$ cat src/rtl/pin_change_pkg.sv
package pin_change_pkg;
   typedef enum logic {
      POL_FALL = 1'b0,
      POL_RISE = 1'b1
   } edge_pol_e;

   localparam logic DIR_IN  = 1'b0;
   localparam logic DIR_OUT = 1'b1;
endpackage

$ cat src/rtl/pcd_port_qualify.sv
module pcd_port_qualify
   import pin_change_pkg::*;
#(
   parameter int PORT_W    = 4,
   parameter int NUM_PORTS = 2,
   localparam int NPINS    = PORT_W * NUM_PORTS
) (
   input  logic [NPINS-1:0]     pin_lvl,
   input  logic [NPINS-1:0]     pin_dir,
   input  logic                 edge_pol,
   output logic [NUM_PORTS-1:0] port_active,
   output logic                 any_active
);
   // A lane is "hot" when it is an input and sits at the active level.
   logic [NPINS-1:0] lane_hot;

   for (genvar p = 0; p < NUM_PORTS; p++) begin : g_port
      for (genvar b = 0; b < PORT_W; b++) begin : g_bit
         localparam int IDX = p * PORT_W + b;
         always_comb begin
            if (pin_dir[IDX] == DIR_OUT)
               lane_hot[IDX] = 1'b0;
            else if (edge_pol == POL_RISE)
               lane_hot[IDX] = pin_lvl[IDX];
            else
               lane_hot[IDX] = ~pin_lvl[IDX];
         end
      end
      assign port_active[p] = |lane_hot[p*PORT_W +: PORT_W];
   end

   assign any_active = |port_active;
endmodule

$ cat src/rtl/pcd_arm_ctrl.sv
module pcd_arm_ctrl
   import pin_change_pkg::*;
#(
   parameter int NPINS = 8
) (
   input  logic             clk,
   input  logic             rst_n,
   input  logic             any_active,
   input  logic [NPINS-1:0] pin_dir,
   input  logic             edge_pol,
   output logic             fire
);
   logic             armed_q;
   logic [NPINS-1:0] dir_q;
   logic             pol_q;
   logic             cfg_chg;

   assign cfg_chg = (pin_dir != dir_q) || (edge_pol != pol_q);
   assign fire    = any_active && armed_q && !cfg_chg;

   always_ff @(posedge clk or negedge rst_n) begin
      if (!rst_n) begin
         armed_q <= 1'b0;
         dir_q   <= '0;
         pol_q   <= POL_RISE;
      end else begin
         armed_q <= !any_active;
         dir_q   <= pin_dir;
         pol_q   <= edge_pol;
      end
   end

   AST_SINGLE_SHOT: assert property (@(posedge clk) disable iff (!rst_n)
      fire |=> !fire);
   AST_FIRE_AFTER_IDLE: assert property (@(posedge clk) disable iff (!rst_n)
      fire |-> $past(rst_n) && !$past(any_active));
endmodule

$ cat src/rtl/pcd_req_latch.sv
module pcd_req_latch #(
   parameter bit SET_OVER_ACK = 1'b1
) (
   input  logic clk,
   input  logic rst_n,
   input  logic set,
   input  logic ack,
   output logic req
);
   logic req_d;

   if (SET_OVER_ACK) begin : g_set_wins
      always_comb begin
         if (set)      req_d = 1'b1;
         else if (ack) req_d = 1'b0;
         else          req_d = req;
      end
      AST_SET_RAISES: assert property (@(posedge clk) disable iff (!rst_n)
         set |=> req);
   end else begin : g_ack_wins
      always_comb begin
         if (ack)      req_d = 1'b0;
         else if (set) req_d = 1'b1;
         else          req_d = req;
      end
      AST_SET_RAISES: assert property (@(posedge clk) disable iff (!rst_n)
         set && !ack |=> req);
   end

   always_ff @(posedge clk or negedge rst_n) begin
      if (!rst_n) req <= 1'b0;
      else        req <= req_d;
   end

   AST_ACK_CLEARS: assert property (@(posedge clk) disable iff (!rst_n)
      ack && !set |=> !req);
   AST_REQ_STICKY: assert property (@(posedge clk) disable iff (!rst_n)
      req && !ack |=> req);
endmodule

$ cat src/rtl/pin_change_irq.sv
module pin_change_irq #(
   parameter int PORT_W       = 4,
   parameter int NUM_PORTS    = 2,
   parameter bit SET_OVER_ACK = 1'b1
) (
   input  logic                          clk,
   input  logic                          rst_n,
   input  logic [PORT_W*NUM_PORTS-1:0]   pin_lvl,
   input  logic [PORT_W*NUM_PORTS-1:0]   pin_dir,
   input  logic                          edge_pol,
   input  logic                          irq_ack,
   output logic                          irq_req
);
   localparam int NPINS = PORT_W * NUM_PORTS;

   if (PORT_W < 1) begin : g_bad_width
      $error("PORT_W must be at least 1");
   end
   if (NUM_PORTS < 1) begin : g_bad_ports
      $error("NUM_PORTS must be at least 1");
   end

   logic [NUM_PORTS-1:0] port_active;
   logic                 any_active;
   logic                 fire;

   pcd_port_qualify #(.PORT_W(PORT_W), .NUM_PORTS(NUM_PORTS)) u_qual (
      .pin_lvl    (pin_lvl),
      .pin_dir    (pin_dir),
      .edge_pol   (edge_pol),
      .port_active(port_active),
      .any_active (any_active)
   );

   pcd_arm_ctrl #(.NPINS(NPINS)) u_arm (
      .clk       (clk),
      .rst_n     (rst_n),
      .any_active(any_active),
      .pin_dir   (pin_dir),
      .edge_pol  (edge_pol),
      .fire      (fire)
   );

   pcd_req_latch #(.SET_OVER_ACK(SET_OVER_ACK)) u_latch (
      .clk  (clk),
      .rst_n(rst_n),
      .set  (fire),
      .ack  (irq_ack),
      .req  (irq_req)
   );

   AST_CFG_NO_SPURIOUS: assert property (@(posedge clk) disable iff (!rst_n)
      (!$stable(edge_pol) || !$stable(pin_dir)) && !irq_req |=> !irq_req);
   AST_OUTPUT_MASKED: assert property (@(posedge clk) disable iff (!rst_n)
      $stable(pin_lvl & ~pin_dir) && $stable(pin_dir) && $stable(edge_pol)
      && !irq_req |=> !irq_req);
endmodule

$ cat config.mk
export PLATFORM = sky130hd
export DESIGN_NAME = pin_change_irq
export DESIGN_NICKNAME = d
export VERILOG_FILES = /design/src/rtl/pin_change_pkg.sv /design/src/rtl/pcd_port_qualify.sv /design/src/rtl/pcd_arm_ctrl.sv /design/src/rtl/pcd_req_latch.sv /design/src/rtl/pin_change_irq.sv
export SDC_FILE = /design/constraint.sdc
export NUM_CORES = 1
export LEC_CHECK = 0
export BUFFER_PORTS_ARGS = -buffer_cell sky130_fd_sc_hd__buf_2
export CAP_MARGIN = 0
export CORE_AREA = 2 2 39 41
export DETAILED_ROUTE_END_ITERATION = 12
export DIE_AREA = 0 0 41 43
export PLACE_DENSITY = 0.63
export SYNTH_ARGS = -nofsm -noshare
export SYNTH_HDL_FRONTEND = slang
export SYNTH_SLANG_ARGS = --single-unit
export TNS_END_PERCENT = 5
$ cat constraint.sdc
create_clock -name clk -period 1.65 [get_ports clk]
set_input_delay 0.33 -clock clk [delete_from_list [all_inputs] [get_ports clk]]
set_output_delay 0.33 -clock clk [all_outputs]
set_load 0.01 [all_outputs]
== Word-level counts from Yosys, hierarchy flattened ==
Index checks and enable logic that the tools add are counted.
Word-level totals
  flip-flop bits (word level): 11
  output and inout port bits: 1
  logic and storage cells: 39
Cells by class
  equal/unequal tests: 2
  multiplexer cells: 18
  bitwise gates (word level): 8
  reductions and logical operators: 7
Operator list (number)
  2-to-1 mux 1 bit: 18
  != test 8 bit: 1
  NOT 1 bit: 8
  OR reduction 8 bit: 1
  logical AND 1 bit: 2
  zero test 1 bit: 2
  nonzero test 2 bit: 1
  logical OR 1 bit: 1
  != test 1 bit: 1

== Depth between registers and ports, before layout ==
  word-level depth: 7
  depth in mapped cells: 5

== Hierarchy ==
Synthesis repeated with hierarchy kept, for this count alone.
Unflattened totals
  cells, all modules: 48
  area total of the unflattened synthesis: 511.7 um2
By module, submodules not included
  pcd_arm_ctrl: times used 1, cells an instance 24, area each 361.6 um2
  pcd_port_qualify: times used 1, cells an instance 21, area each 113.9 um2
  pcd_req_latch: times used 1, cells an instance 3, area each 36.3 um2

== Worst setup path before layout ==
OpenSTA, ideal clock, no wires.
  path type: register -> register
  from: reg u_arm.dir_q[1]
  to: reg u_latch.req
  setup time: 0.080 ns
  arrival time: 0.963 ns
  required time: 1.570 ns
  path slack: 0.606 ns
  cell stages (with the launch flop): 5
  cells stage by stage: dfrtp_1 > xor2_1 > nor4_1 > nand4_1 > o22ai_2
On the way
  cells in the longest elaborated chain, start to end: 5
  elaborated cells between the ends (all ways): 6
RTL lines
  start, declared: RTL line pcd_arm_ctrl.sv:14  | logic [NPINS-1:0] dir_q;
  start signal, assigned: RTL line pcd_arm_ctrl.sv:28  | dir_q <= pin_dir;
  != test 8 bit (*): RTL line pcd_arm_ctrl.sv:18  | assign cfg_chg = (pin_dir != dir_q) || (edge_pol != pol_q);
  logical OR 1 bit (*): RTL line pcd_arm_ctrl.sv:18
  zero test 1 bit (*): RTL line pcd_arm_ctrl.sv:19  | assign fire = any_active && armed_q && !cfg_chg;
  logical AND 1 bit (*): RTL line pcd_arm_ctrl.sv:19
  2-to-1 mux 1 bit / nonzero test 2 bit (equally long branches)
  end signal, assigned: RTL line pcd_req_latch.sv:32  | else req <= req_d;
  end, declared: RTL line pcd_req_latch.sv:8  | output logic req
Mark *: on every way between the ends. The rest lies on a longest branch, timed or not.
A chain may end at the register's enable or synchronous reset.

== Worst setup path in the final report ==
Ends and elaborated chain as after synthesis.

==> results.md <==
STA:
- The total count of max-transition violations in the final report was 0.
- Setup repair after global routing left no endpoint under its margin.
- Based on the critical path, the design can be clocked at up to 858.3 MHz.
- In this run the tightest slew margin relative to its limit is 77.01%.
- The setup-violating endpoint count in the final report is 0.
- The clock period could shrink to 1165 ps.
- On the final layout, the worst clock skew is 2.950 ps.
- The number of hold violations in the final report was 0.
- After layout, the worst path uses 70.61% of the clock period.
- Setup total negative slack on the finished layout was measured at 0 ps.
- The pin slew with the least headroom to its limit is 341.8 ps.

Pwr:
- The relative contribution of the clock network to total power is 33.7%.
- Net switching is 25.08% of the power.
- The net switching power of the design is 139.6 µW.
- Power spread over the standard cell area amounts to 850.9 mW/mm².
- The sequential power share is 51.8%.
- In this run the static leakage power is 0.3355 nW.
- The relative contribution of combinational cells to total power is 14.6%.
- The internal power of the cells totals 417.2 µW.
- The worst-case IR drop observed on VDD is 0.3800 mV.
- The overall power after layout is 556.8 µW.

Die:
- 21 I/O pins were placed.
- The vertical die dimension is 43 µm.
- The die area is 0.001763 mm².
- The initial core utilization is 35.99%.
- The placeable core region is 0.001384 mm².
- After floorplanning, the core was divided into 14 placement rows.
- The die is 41 µm wide.

Setup path:
- In this run the critical register-to-register path is launched from u_arm.dir_q[1].
- The data arrival time of the critical path is 1360 ps.
- The type of the setup path with the least slack is register to register.
- Grouping stages by cell kind, the critical path spends the most delay in simple AND/OR/NAND/NOR gates.
- The required time at the endpoint of the critical path is 1850 ps.
- Walking the worst path, the cells encountered are xor2_1, nor4_1, nand4_1, o22ai_2.
- The worst setup path is launched from a register.
- In this design, the stage delay of the slowest critical-path cell is 370 ps.
- Setup slack on the worst reg-to-reg path comes out at 480 ps.
- The worst register-to-register path ends at u_latch.req.
- The maximum fanout along the worst path is 1.
- The number of buffer and inverter stages on the critical path is 0.
- The critical path's slowest cell is dfrtp_1.
- The endpoint type of the worst setup path is a register.
- The depth of the worst register-to-register path is 4.

Placement:
- The number of buffer cells added on primary ports is 20.
- At the end of routability-driven placement, the weighted congestion stood at 0.6879.
- Detailed placement finished with a half-perimeter wire length of 791.6 µm.

Yosys:
- The post-synthesis adder-cell area fraction is 0%.
- After Yosys synthesis, XOR and XNOR cells account for 15.83% of the synthesized area.
- The synthesized design contains 11 register bits.
- The post-synthesis cell type count is 10.
- The simple-gate area share of the yosys netlist is 6.281%.
- The post-synthesis area per instance is 11.32 µm².
- The net count of the mapped netlist is 64.
- The synthesized netlist occupies a cell area of 498.0 µm².
- Yosys attributes the largest share of cell area to dfrtp_1 50%, xor2_1 14%, o22ai_1 10%.
- The sequential share of the synthesized area is 55.53%.
- The post-synthesis cell count is 44.
- The number of warnings issued by yosys is 0.
- The area share of the largest cell type after synthesis is 50.25%.
- Summing the areas of all compound-gate instances in the mapped netlist gives 12.56% of the synthesized area.
- In the synthesized netlist, mux cells make up 3.015% of the area.
- The dominant combinational cell family by area after synthesis is XOR/XNOR gates.
- dfrtp_1 takes more of the synthesized area than any other cell.

Route:
- The count of antenna-violating nets left after detailed routing is 0.
- Using the TritonRoute via totals, the vias-per-cell ratio works out to 4.694.
- Dividing the detail-routed wire length by the instance count gives 11.54 µm.
- The routed layout has 399 vias.
- In this run, the number of DRC markers left after iteration 0 of detailed routing was 2.
- The first detailed-routing pass took 4 iterations.
- For this run, design rule violations remaining after detail routing come to 0.
- The routed design has 981 µm of wire.

CTS:
- The cell at the root of the clock tree is clkbuf_4.
- The total setup buffers inserted after CTS is 0.
- The maximum level of the CTS H-tree is 1.
- The clock reaches the later pin of the worst-skew pair after 270 ps.
- The clock buffer count from CTS is 3.
- The clock tree from TritonCTS is yes.
- The clock sink count is 11.
- The post-CTS clock slew at the launch and capture registers of the worst setup and hold paths is 70 ps.
- The worst-case clock buffer depth is 2.

Global routing:
- The maximum number of pins on one net before global-route repair is 12.
- The via count of the first global-routing pass is 394.
- The global route total overflow is 0.
- The initial antenna violation count came to 0.
- The first global-routing pass estimated 1566 µm of wire.
- The overall fraction of global-route tracks in use is 13.91%.

Min path:
- The number of cells on the worst hold path is 1.
- The destination of the worst hold path is u_arm.pol_q.
- In this run the worst hold path is classified as input pin to register.
- The worst hold path begins at edge_pol.

Finish:
- Of the cells placed in the final design, the portion with a size suffix greater than 1 is 37.68%.
- The number of inserted diodes is 0.
- The final layout net count is 90.
- From synthesis to final layout, the design area changed by 31.41%.

Status:
- The run finished with clean final reports.

Run:
- The number of max-cap violations is 0.
-- state kept, by name, summed over array words and instances (netlist names) --
name           flops
u_arm.armed_q      1
u_latch.req        1
u_arm.pol_q        1
u_arm.dir_q        8
-- per-stage QoR --
stage                     util, %  hold WS, ps  instance area, µm²  cells  worst slack (ps)
after floorplan                 -        34.41               498.0     44             606.2
after global placement      44.67        212.9               618.1     80             431.0
after detailed placement    44.67        212.9               618.1     80             320.1
after CTS                   47.29        189.8               654.4     85             482.4
after global routing        47.29        179.6               654.4     85             398.4
final                       47.29        189.5               654.4     85             484.9
-- per-layer routing --
layer / share of wire [%] / vias up / global-route usage [%] / routed length, µm
met4: 3.6 / 0 / 10.67 / 35
met3: 6.8 / 5 / 5.759 / 67
met2: 46 / 17 / 20.63 / 451
li1: - / 202 / - / -
met1: 43 / 175 / 14.67 / 426
met5: 0 / - / 0 / 0
-- layout by cell type, fill, tap and decap left out --
cell and instances:
dfstp_2 1, nor4_1 4, dfrtp_1 10, clkbuf_4 3
mux2_4 1, clkbuf_1 1, o22ai_2 1, nand4_1 1
xor2_1 8, o22ai_1 8, buf_2 20, xnor2_1 1
dlygate4sd3_1 1, inv_1 9
-- cell usage after synthesis --
cell type  instances
inv_1              9
dfrtp_1           10
nor4_1             4
xnor2_1            1
o22ai_2            1
nand4_1            1
mux2_4             1
xor2_1             8
dfstp_2            1
o22ai_1            8
-- worst max path at each step --
stage | startpoint | end | cells after the start | slack, ps
after detailed placement | pin_dir[1] | u_latch.req | 5 | 320
final | u_arm.dir_q[1] | u_latch.req | 4 | 480
after floorplan | u_arm.dir_q[1] | u_latch.req | 4 | 610
after global placement | pin_dir[4] | u_latch.req | 5 | 430
after global routing | u_arm.dir_q[1] | u_latch.req | 4 | 400
after CTS | u_arm.dir_q[1] | u_latch.req | 4 | 480
-- repair_timing --
action | CTS | global route
endpoints found under the hold margin | 10 | 0
gates resized for setup | 0 | 0
hold buffers | 1 | 0
-- cell families after synthesis --
group	count (synthesis)
AOI/OAI and AO/OA	9
DFF	11
and+or+nand+nor	5
xor gates and xnor gates	9
buffers and inverters	9
muxes	1
-- cell type report --
class                   instances  area, µm²
multi-input cells              24      187.7
repair buffers                 21      110.1
inverters                       9      33.78
clock buffers                   4      26.28
flip-flops and latches         11      276.5
well taps                      16      20.02
fillers                       137      729.5
-- power groups by stage --
stage          registers (mW)  clock network, mW  logic, mW
2_1_floorplan           0.293                  0     0.0345
3_3_place_gp            0.293                  0     0.0790
3_5_place_dp            0.294                  0     0.0812
4_1_cts                 0.288              0.189     0.0833
5_1_grt                 0.290              0.204     0.0930
6_report                0.288              0.187     0.0812
Note: power is estimated with default switching activity, not from simulation.
